`src/rtl/ivc_pkg.sv`:
```
package ivc_pkg;
  localparam int LVL_W   = 4;
  localparam int NUM_LVL = 1 << LVL_W;

  typedef logic [LVL_W-1:0] lvl_t;

  typedef enum logic [1:0] {
    CTL_ROUTE = 2'd0,
    CTL_ACK   = 2'd1,
    CTL_EOI   = 2'd2,
    CTL_STAT  = 2'd3
  } ctl_sel_e;

  // Status word: overflow in bit 8, depth in bits 5:4, level in bits 3:0.
  function automatic logic [15:0] pack_status(lvl_t cur, logic [1:0] dep, logic ovf);
    return {7'b0, ovf, 2'b0, dep, cur};
  endfunction

  // True when a candidate is eligible against the current masking level.
  function automatic logic eligible(logic req, lvl_t prio, lvl_t cur);
    return req && (prio != '0) && (prio > cur);
  endfunction
endpackage

```
`src/rtl/ivc_cfg_regs.sv`:
```
module ivc_cfg_regs
  import ivc_pkg::*;
#(
  parameter int NUM_SRC = 64,
  localparam int IDX_W = $clog2(NUM_SRC)
) (
  input  logic                     clk,
  input  logic                     rst_n,
  input  logic                     prio_we,
  input  logic [IDX_W-1:0]         prio_idx,
  input  lvl_t                     prio_wdata,
  input  logic                     route_we,
  input  logic [NUM_LVL-1:0]       route_wdata,
  output lvl_t [NUM_SRC-1:0]       prio_q,
  output logic [NUM_LVL-1:0]       fast_map
);
  always_ff @(posedge clk or negedge rst_n) begin
    if (!rst_n) begin
      for (int s = 0; s < NUM_SRC; s++) prio_q[s] <= '0;
    end else if (prio_we) begin
      for (int s = 0; s < NUM_SRC; s++)
        if (prio_idx == IDX_W'(s)) prio_q[s] <= prio_wdata;
    end
  end

  always_ff @(posedge clk or negedge rst_n) begin
    if (!rst_n)        fast_map <= '0;
    else if (route_we) fast_map <= route_wdata;
  end
endmodule

```
`src/rtl/ivc_arbiter.sv`:
```
module ivc_arbiter
  import ivc_pkg::*;
#(
  parameter int NUM_SRC = 64,
  localparam int IDX_W = $clog2(NUM_SRC)
) (
  input  logic [NUM_SRC-1:0] req,
  input  lvl_t [NUM_SRC-1:0] prio_q,
  input  lvl_t               cur_lvl,
  output logic               win_valid,
  output logic [IDX_W-1:0]   win_idx,
  output lvl_t               win_lvl
);
  // Scan from the top index down; ">=" lets a lower index take a tie.
  always_comb begin
    win_valid = 1'b0;
    win_idx   = '0;
    win_lvl   = '0;
    for (int i = NUM_SRC - 1; i >= 0; i--) begin
      if (eligible(req[i], prio_q[i], cur_lvl) && (prio_q[i] >= win_lvl)) begin
        win_valid = 1'b1;
        win_idx   = IDX_W'(i);
        win_lvl   = prio_q[i];
      end
    end
  end
endmodule

```
`src/rtl/ivc_level_stack.sv`:
```
module ivc_level_stack
  import ivc_pkg::*;
#(
  parameter int STACK_D = 2,
  localparam int DEP_W = $clog2(STACK_D + 1)
) (
  input  logic             clk,
  input  logic             rst_n,
  input  logic             push,
  input  lvl_t             push_lvl,
  input  logic             pop,
  input  logic             clr_ovf,
  output lvl_t             cur_lvl,
  output logic [DEP_W-1:0] depth,
  output logic             ovf
);
  lvl_t stk [STACK_D];
  lvl_t top_val;
  logic full;

  assign full = (depth == DEP_W'(STACK_D));

  always_comb begin
    top_val = '0;
    for (int g = 0; g < STACK_D; g++)
      if (depth == DEP_W'(g + 1)) top_val = stk[g];
  end

  always_ff @(posedge clk or negedge rst_n) begin
    if (!rst_n) begin
      for (int g = 0; g < STACK_D; g++) stk[g] <= '0;
      cur_lvl <= '0;
      depth   <= '0;
      ovf     <= 1'b0;
    end else begin
      if (clr_ovf) ovf <= 1'b0;
      if (push) begin
        cur_lvl <= push_lvl;
        if (full) begin
          ovf <= 1'b1;
        end else begin
          for (int g = 0; g < STACK_D; g++)
            if (depth == DEP_W'(g)) stk[g] <= cur_lvl;
          depth <= depth + DEP_W'(1);
        end
      end else if (pop && depth != '0) begin
        cur_lvl <= top_val;
        depth   <= depth - DEP_W'(1);
      end
    end
  end
endmodule

```
`src/rtl/ivc_top.sv`:
```
module ivc_top
  import ivc_pkg::*;
#(
  parameter int NUM_SRC = 64,
  parameter int STACK_D = 2,
  localparam int IDX_W  = $clog2(NUM_SRC),
  localparam int ADDR_W = IDX_W + 1,
  localparam int DEP_W  = $clog2(STACK_D + 1)
) (
  input  logic               clk,
  input  logic               rst_n,
  input  logic [NUM_SRC-1:0] irq_req,
  input  logic [ADDR_W-1:0]  bus_addr,
  input  logic               bus_wr,
  input  logic               bus_rd,
  input  logic [15:0]        bus_wdata,
  output logic [15:0]        bus_rdata,
  output logic               irq_fast,
  output logic               irq_norm,
  output logic               wake
);
  lvl_t [NUM_SRC-1:0] prio_q;
  logic [NUM_LVL-1:0] fast_map;
  logic               win_valid;
  logic [IDX_W-1:0]   win_idx;
  lvl_t               win_lvl;
  lvl_t               cur_lvl;
  logic [DEP_W-1:0]   depth;
  logic               ovf;

  logic               is_ctl;
  ctl_sel_e           ctl;
  logic               ack_fire, ack_take, eoi_fire, stat_clr;
  logic [NUM_SRC-1:0] live_req;

  assign is_ctl   = bus_addr[ADDR_W-1];
  assign ctl      = ctl_sel_e'(bus_addr[1:0]);
  assign ack_fire = bus_rd && is_ctl && (ctl == CTL_ACK);
  assign ack_take = ack_fire && win_valid;
  assign eoi_fire = bus_wr && is_ctl && (ctl == CTL_EOI);
  assign stat_clr = bus_wr && is_ctl && (ctl == CTL_STAT);

  ivc_cfg_regs #(.NUM_SRC(NUM_SRC)) u_cfg (
    .clk         (clk),
    .rst_n       (rst_n),
    .prio_we     (bus_wr && !is_ctl),
    .prio_idx    (bus_addr[IDX_W-1:0]),
    .prio_wdata  (lvl_t'(bus_wdata[LVL_W-1:0])),
    .route_we    (bus_wr && is_ctl && (ctl == CTL_ROUTE)),
    .route_wdata (bus_wdata[NUM_LVL-1:0]),
    .prio_q      (prio_q),
    .fast_map    (fast_map)
  );

  ivc_arbiter #(.NUM_SRC(NUM_SRC)) u_arb (
    .req       (irq_req),
    .prio_q    (prio_q),
    .cur_lvl   (cur_lvl),
    .win_valid (win_valid),
    .win_idx   (win_idx),
    .win_lvl   (win_lvl)
  );

  ivc_level_stack #(.STACK_D(STACK_D)) u_stk (
    .clk      (clk),
    .rst_n    (rst_n),
    .push     (ack_take),
    .push_lvl (win_lvl),
    .pop      (eoi_fire),
    .clr_ovf  (stat_clr),
    .cur_lvl  (cur_lvl),
    .depth    (depth),
    .ovf      (ovf)
  );

  generate
    for (genvar s = 0; s < NUM_SRC; s++) begin : g_live
      assign live_req[s] = irq_req[s] && (prio_q[s] != '0);
    end
  endgenerate
  assign wake = |live_req;

  always_ff @(posedge clk or negedge rst_n) begin
    if (!rst_n) begin
      irq_fast <= 1'b0;
      irq_norm <= 1'b0;
    end else begin
      irq_fast <= win_valid &&  fast_map[win_lvl];
      irq_norm <= win_valid && !fast_map[win_lvl];
    end
  end

  always_ff @(posedge clk or negedge rst_n) begin
    if (!rst_n) begin
      bus_rdata <= '0;
    end else if (bus_rd) begin
      if (!is_ctl) begin
        bus_rdata <= 16'(prio_q[bus_addr[IDX_W-1:0]]);
      end else begin
        case (ctl)
          CTL_ROUTE: bus_rdata <= 16'(fast_map);
          CTL_ACK:   bus_rdata <= win_valid ? 16'(win_idx) : 16'(NUM_SRC);
          CTL_STAT:  bus_rdata <= pack_status(cur_lvl, 2'(depth), ovf);
          default:   bus_rdata <= '0;
        endcase
      end
    end
  end
endmodule

```
`config.mk`:
```
export PLATFORM = sky130hd
export DESIGN_NAME = ivc_top
export DESIGN_NICKNAME = d
export VERILOG_FILES = /design/src/rtl/ivc_pkg.sv /design/src/rtl/ivc_cfg_regs.sv /design/src/rtl/ivc_arbiter.sv /design/src/rtl/ivc_level_stack.sv /design/src/rtl/ivc_top.sv
export SDC_FILE = /design/constraint.sdc
export NUM_CORES = 2
export LEC_CHECK = 0
export BUFFER_PORTS_ARGS = -buffer_cell sky130_fd_sc_hd__buf_4
export CORE_MARGIN = 10
export CORE_UTILIZATION = 37
export CTS_BUF_LIST = sky130_fd_sc_hd__clkbuf_8
export CTS_CLUSTER_DIAMETER = 150
export DETAILED_ROUTE_END_ITERATION = 8
export PLACE_DENSITY = 0.54
export REMOVE_ABC_BUFFERS = 1
export SLEW_MARGIN = 20
export SYNTH_ARGS = -nofsm -noshare
export SYNTH_HDL_FRONTEND = slang
export SYNTH_HIERARCHICAL = 1
export SYNTH_SLANG_ARGS = --single-unit
```
`constraint.sdc`:
```
create_clock -name clk -period 108.8 [get_ports clk]
set_input_delay 10.88 -clock clk [delete_from_list [all_inputs] [get_ports clk]]
set_output_delay 10.88 -clock clk [all_outputs]
set_load 0.005 [all_outputs]
```
# Yosys cells after proc, flatten, opt, wreduce, memory -nomap -nowiden
# Index checks and enable logic that the tools add are counted.
op_classes:
  addsub: 2
  n_lt_le_gt_ge: 130
  eq_ne: 69
  mux: 209
  bitwise_logic: 1
  reduce_logical: 342
op_table:
  columns: ["op", "count"]
  rows:
  - ["6-bit 2-to-1 mux", 64]
  - ["4-bit 2-to-1 mux", 69]
  - ["4-bit > comparator", 64]
  - ["4-bit nonzero test", 64]
  - ["4-bit >= comparator", 63]
  - ["1-bit logical AND", 203]
  - ["6-bit == test, second input constant", 32]
  - ["2-bit AND reduction", 65]
  - ["6-bit by 5-bit == test with 1-bit output, second input constant", 16]
  - ["1-bit 2-to-1 mux", 68]
  - ["64-bit OR reduction", 1]
  - ["6-bit by 4-bit == test with 1-bit output, second input constant", 8]
  - ["16-bit one-hot mux with 3 select lines", 1]
  - ["4-bit binary-select mux with 6-bit select", 1]
  - ["6-bit by 3-bit == test with 1-bit output, second input constant", 4]
  - ["16-bit 2-to-1 mux", 1]
  - ["6-bit by 2-bit == test with 1-bit output, second input constant", 2]
  - ["6-bit by 7-bit less-than comparator with 1-bit output, second input constant", 1]
  - ["7-bit 2-to-1 mux", 1]
  - ["2-bit == test, second input constant", 3]
  - ["6-bit by 1-bit == test with 1-bit output, second input constant", 1]
  - ["6-bit logical NOT", 1]
  - ["2-bit 2-to-1 mux", 3]
  - ["3-bit AND reduction", 2]
  - ["other kinds (11)", 15]
word_totals:
  register_bits: 305
  input_bits: 91
  output_inout_bits: 19
  wordCells: 826

# Depth between registers and ports, before layout
logic_depth:
  ltp_word: 198
  depth_mapped: 547
  ltp_nobuf: 536

# By module
# The synthesis kept the hierarchy.
by_module_without_submodules:
  columns: ["module", "instances", "cells_each", "area_each_um2", "seq_area_each_um2"]
  rows:
  - ["ivc_arbiter", 1, 2637, 18642.9, 0.0]
  - ["ivc_cfg_regs", 1, 670, 10507.6, 6806.5]
  - ["ivc_top", 1, 380, 3953.8, 450.4]
  - ["ivc_level_stack", 1, 65, 757.0, 375.4]

# Least setup slack after synthesis
# OpenSTA, ideal clock, no wires.
synth_timing:
  path_kind: "input to register"
  start: "in irq_req[63]"
  end: "reg irq_fast"
  setup_time_ns: 0.119
  arrival_time_ns: 104.169
  required_ns: 108.681
  slack_ns: 4.512
  cell_stages: 510
  n_path_buf: 12
  path_cell_list: "nand3_1 > o21ba_2 > nand2_1 > ha_1 > nand3_1 > a21oi_1 > or3_1 > and2_1 > clkbuf_1 > mux2_2 > ha_1 > nand2b_1 > a21oi_1 > nor2_1 > o211ai_1 > o31ai_1 > mux2_2 > ha_1 > (+474 left out) > a21oi_1 > nor4_1 > inv_1 > nor2_1 > a31oi_1 > ha_1 > nand2b_1 > a21o_1 > a21o_1 > a21oi_1 > nor4_1 > inv_1 > nand2_1 > o22ai_1 > a31oi_1 > mux4_2 > mux4_2 > and2_1"
synth_between:
  elab_chain_cells: 196
  word_cells_on_any_way: 260
  cone_classes: "order compare: 63; mux: 130; reduce/logical: 67"
synth_lines:
  columns: ["item", "line", "text"]
  rows:
  - ["start, declared", "ivc_top.sv:12", "input logic [NUM_SRC-1:0] irq_req,"]
  - ["1-bit logical AND (*) (2 in a row)", "ivc_pkg.sv:21", "return req && (prio != '0) && (prio > cur);"]
  - ["1-bit logical AND (*)", "ivc_arbiter.sv:20", "if (eligible(req[i], prio_q[i], cur_lvl) && (prio_q[i] >= win_lvl)) begin"]
  - ["4-bit 2-to-1 mux (*)", "ivc_arbiter.sv:20", null]
  - ["4-bit >= comparator", "ivc_arbiter.sv:20", null]
  - ["1-bit logical AND", "ivc_arbiter.sv:20", null]
  - ["4-bit 2-to-1 mux (*)", "ivc_arbiter.sv:20", null]
  - ["4-bit >= comparator", "ivc_arbiter.sv:20", null]
  - ["1-bit logical AND", "ivc_arbiter.sv:20", null]
  - ["(+180 left out)", null, null]
  - ["4-bit 2-to-1 mux (*)", "ivc_arbiter.sv:20", null]
  - ["4-bit >= comparator", "ivc_arbiter.sv:20", null]
  - ["1-bit logical AND", "ivc_arbiter.sv:20", null]
  - ["4-bit 2-to-1 mux (*)", "ivc_arbiter.sv:20", null]
  - ["via win_lvl[0]", "ivc_top.sv:26", "lvl_t win_lvl;"]
  - ["1-bit binary-select mux with 4-bit select (*)", "ivc_top.sv:88", "irq_fast <= win_valid && fast_map[win_lvl];"]
  - ["1-bit 2-to-1 mux (implied by the code) (*)", "ivc_top.sv:88", null]
  - ["1-bit logical AND (*)", "ivc_top.sv:88", null]
  - ["end signal, assigned", "ivc_top.sv:88", null]
  - ["end, declared", "ivc_top.sv:18", "output logic irq_fast,"]
# Mark *: on every way through the listed nets, which the timed path passes. The rest lies on a longest branch. The select of a mux whose other input is x is not followed.
# A chain may end at the register's enable or synchronous reset.

# Final worst setup path
layout_timing:
  start: "in irq_req[63]"
  end: "reg u_stk.cur_lvl[0]"
layout_between:
  elab_chain_cells: 195
  word_cells_on_any_way: 260
  cone_classes: "order compare: 63; mux: 129; reduce/logical: 68"
layout_lines:
  columns: ["item", "line", "text"]
  rows:
  - ["1-bit logical AND (*) (2 in a row)", "ivc_pkg.sv:21", null]
  - ["1-bit logical AND (*)", "ivc_arbiter.sv:20", null]
  - ["4-bit 2-to-1 mux", "ivc_arbiter.sv:20", null]
  - ["4-bit >= comparator", "ivc_arbiter.sv:20", null]
  - ["1-bit logical AND", "ivc_arbiter.sv:20", null]
  - ["4-bit 2-to-1 mux", "ivc_arbiter.sv:20", null]
  - ["4-bit >= comparator", "ivc_arbiter.sv:20", null]
  - ["1-bit logical AND", "ivc_arbiter.sv:20", null]
  - ["(+180 left out)", null, null]
  - ["4-bit 2-to-1 mux", "ivc_arbiter.sv:20", null]
  - ["4-bit >= comparator", "ivc_arbiter.sv:20", null]
  - ["1-bit logical AND", "ivc_arbiter.sv:20", null]
  - ["1-bit 2-to-1 mux (*)", "ivc_arbiter.sv:20", null]
  - ["via win_valid", "ivc_top.sv:24", "logic win_valid;"]
  - ["1-bit logical AND (*)", "ivc_top.sv:39", "assign ack_take = ack_fire && win_valid;"]
  - ["via ack_take", "ivc_top.sv:33", "logic ack_fire, ack_take, eoi_fire, stat_clr;"]
  - ["4-bit 2-to-1 mux / 2-bit nonzero test (equally long branches)", null, null]
  - ["end signal, assigned", "ivc_level_stack.sv:38", "cur_lvl <= push_lvl;"]
  - ["end signal, assigned", "ivc_level_stack.sv:47", "cur_lvl <= top_val;"]
  - ["end, declared", "ivc_level_stack.sv:13", "output lvl_t cur_lvl,"]
# Mark *: on every way through the listed nets, which the timed path passes. The rest lies on a longest branch.

==> impl_metrics.py <==
metrics = {
    "place": {
        "port_buffers": 109,
        "routabilityCongestion": 0.966,
        "dp_hpwl_um": 98700,
    },
    "cells_and_area": {
        "drive_gt1_frac": 0.247,
        "fillers": 8929,
        "seq_area_mm2": 0.00764,
        "multiInputGateArea_mm2": 0.0265,
        "synthToLayoutAreaGrowth_pct": 18.5,
        "fin_nets": 4578,
    },
    "worst_setup_path": {
        "required_ps": 109330,
        "cp-start-kind": "input pin",
        "critPathArrivalTime_ps": 104660,
        "worstSetupEndpointType": "flop",
        "r2r-end": "u_stk/cur_lvl[0]",
        "cpMostUsedCell": "ha_1",
        "r2r.worst_path.cells": 505,
        "cp_num_buf_inv": 30,
        "reg2reg_from": "u_stk/cur_lvl[3]",
        "critPathMaxFanout": 14,
        "max_stage_delay_ps": 590,
        "reg2reg_slack_ps": 13400,
        "slowest_stage": "or4_4",
        "cpLargestDelayFamily": "compound AO/OA/AOI/OAI gates",
        "path_class": "in -> reg",
    },
    "pwr": {
        "p_leak_nw": 17.9,
        "cellPowerDensity_mw_per_mm2": 29.2,
        "power_mw": 1.17,
        "vdd_drop_max_uv": 21.1,
    },
    "cts": {
        "cts.sinks": 305,
        "cts_inserted_buffers": 61,
        "cts-root-buf": "clkbuf_8",
        "cts_tree": "done",
        "clkSlewWorstSetupHoldPaths_ps": 60,
        "ctsLongestPathBuffers": 3,
        "h-tree-depth": 2,
        "clk_latency_ps": 730,
    },
    "yosys": {
        "synth_cells": 3752,
        "async_flop_share": 1.00,
        "ys_warn_count": 6,
        "synth_edf_count": 0,
        "synthDistinctLibCells": 112,
        "ys_seq_area_frac": 0.225,
        "netlist_area_mm2": 0.0339,
        "syn_avg_cell_area_um2": 9.02,
        "synth.ff_latch_count": 305,
        "ys.flop_type": "dfrtp_1",
    },
    "timing": {
        "layout_min_cycle_time_ps": 104140,
        "clock.fmax_mhz": 9.60,
        "max_slew_margin": 0.0815,
        "whs_ps": 511,
        "worst_pin_slew_ps": 1360,
        "drv_slew": 0,
        "finalClockSkew_ps": 42.6,
        "hold_viol_final": 0,
        "min_period_over_period": 0.957,
        "finalSetupViolCount": 0,
    },
    "die": {
        "die_area_mm2": 0.104,
        "initial_core_util": 0.374,
        "die_h_um": 323,
        "core-area_mm2": 0.0904,
        "rows": 110,
        "io_pins": 110,
        "fp.dieW_um": 323,
    },
    "route": {
        "wl_per_cell_um": 25.4,
        "dr.pass1.iters": 6,
        "drtIter0Drc": 2602,
        "route.vias.total": 32700,
        "ant_nets": 0,
        "viasPerCell": 6.22,
        "wirelength_um": 133000,
        "drc": 0,
    },
    "min_path": {
        "worstHoldPathCells": 1,
        "hold_path.class": "reg -> reg",
        "min_to": "u_stk/stk[1]",
        "worstHoldStart": "u_stk/stk[1]",
    },
    "global_routing": {
        "grt_pass1_wl_um": 197000,
        "grt_max_degree": 111,
        "grt.total_usage": 0.245,
        "grt_antenna_before_repair": 7,
        "first_global_vias": 30700,
        "grt.overflow.total": 0,
    },
    "outcome": {
        "outcome": "finished clean",
    },
    "job": {
        "cap_violations": 0,
    },
}
==> cell usage in the layout (no fill, tap or decap), types with 52 or more instances in the layout <==
cell type	instances
a21o_1	65
mux2_1	102
o41ai_1	74
nor2_1	193
mux2_2	194
o21ai_0	154
o21a_1	94
nand3_1	59
nand2b_1	122
o211ai_1	52
ha_1	449
nor3_1	57
inv_1	210
nand2_1	295
dfrtp_1	304
nor2b_1	92
a21oi_1	159
mux4_2	59
buf_4	297
nand4_1	78
clkbuf_8	72
==> synth_stat cells (16+ instances only) <==
cell type,instances,share of area
o31ai_1,20,0.0044
a211o_1,19,0.0049
a211oi_1,31,0.0069
buf_2,16,0.0024
o41ai_1,77,0.020
nor4_1,54,0.010
nor2_1,210,0.023
nor3_1,64,0.0095
nand2b_1,128,0.024
o21a_1,98,0.022
o221ai_1,23,0.0059
nand3_1,65,0.0096
mux4_2,59,0.039
nand4_1,78,0.014
o211ai_1,52,0.012
and3_1,19,0.0035
inv_1,204,0.023
mux2i_1,22,0.0065
a21boi_0,20,0.0044
nand2_1,307,0.034
or3_1,22,0.0041
and2_1,47,0.0087
clkbuf_1,55,0.0061
dfrtp_1,305,0.23
mux2_2,198,0.066
nor2b_1,97,0.018
or2_2,30,0.0055
mux2_1,102,0.034
a31oi_1,39,0.0072
ha_1,452,0.17
or4_1,17,0.0038
a21o_1,65,0.014
o21ai_0,189,0.028
a21oi_1,203,0.030
==> how the worst max path moves through the flow <==
stage | startpoint | endpoint | slack [ps] | depth (start not counted)
floorplan | irq_req[63] | u_stk/stk[4] | 4860 | 498
global placement | irq_req[63] | u_stk/stk[6] | -2780 | 501
detailed placement | irq_req[63] | u_stk/stk[5] | -3090 | 500
CTS | irq_req[63] | u_stk/stk[5] | 40 | 502
global route | irq_req[63] | bus_rdata[1] | -460 | 519
finish | irq_req[63] | u_stk/cur_lvl[0] | 4660 | 503
==> worst reg2reg max path: cells and delay by family (launching register included) <==
kind | cells | cell delay, ps
compound gates | 233 | 44820
fa+ha+maj | 72 | 19470
buf+inv | 30 | 3560
flops | 1 | 560
mux | 8 | 2410
simple gates | 162 | 24450
==> flip-flops by register name, indices dropped and copies added (netlist names), 2 cells and up <==
name / flops
u_cfg/prio_q: 256
bus_rdata: 16
u_cfg/fast_map: 16
u_stk/stk: 8
u_stk/cur_lvl: 4
u_stk/depth: 2
==> cell type report <==
class / instances / share of cell area
Clock buffer: 72 / 0.0247
Clock inverter: 37 / 0.00988
Timing Repair Buffer: 304 / 0.0583
Sequential cell: 305 / 0.190
Tap cell: 1176 / 0.0367
Inverter: 205 / 0.0193
Multi-Input combinational cell: 3158 / 0.661
Antenna cell: 2 / 0.000125
==> through the flow <==
step	std cells	worst slack (ps)	setup TNS [ps]	cell area [um2]	util
floorplan	3666	4860	0	33400	-
global placement	5085	-2780	-56840	36800	0.407
global route	5259	-464	-6560	40100	0.444
detailed placement	5085	-3090	-63740	36800	0.407
CTS	5195	38.0	0	38400	0.424
finish	5259	4660	0	40100	0.444
==> per-layer routing <==
layer  part of all wire  global-route usage  up-vias
met3              0.066              0.0394      219
met5           0.000097                   0        -
li1                   -                   -    15100
met1               0.45               0.334    16300
met2               0.45               0.388     1065
met4              0.035              0.0864        2
==> what timing repair did <==
| action | 4_1_cts | 5_1_grt |
|---|---|---|
| setup buffers | 1 | 60 |
| resized for setup | 31 | 322 |
| cloned | 0 | 2 |
| endpoints found under the setup margin | 24 | 24 |
| hold buffers | 0 | 0 |
| pin swaps | 2 | 131 |
==> power by group <==
group | switching [mW] | internal (mW) | total (mW) | leakage, nW
Combinational | 0.473 | 0.408 | 0.881 | 13.1
Clock | 0.0587 | 0.0794 | 0.138 | 0.759
Sequential | 0.0270 | 0.127 | 0.153 | 4.11
Total | 0.559 | 0.614 | 1.17 | 17.9
==> cell families (layout without fill, tap and decap cells) <==
family,Yosys count,count (layout),share of synthesized area
multiplexers,389,389,0.152
AO/OA/AOI/OAI,1098,1100,0.231
other,0,2,0
buffers and inverters,291,618,0.0352
XOR/XNOR,1,1,0.000259
flip-flops,305,305,0.225
adder cells (fa/ha/maj),461,461,0.170
AND/OR/NAND/NOR,1207,1207,0.187
No activity file was read; power rests on OpenSTA's default activity.
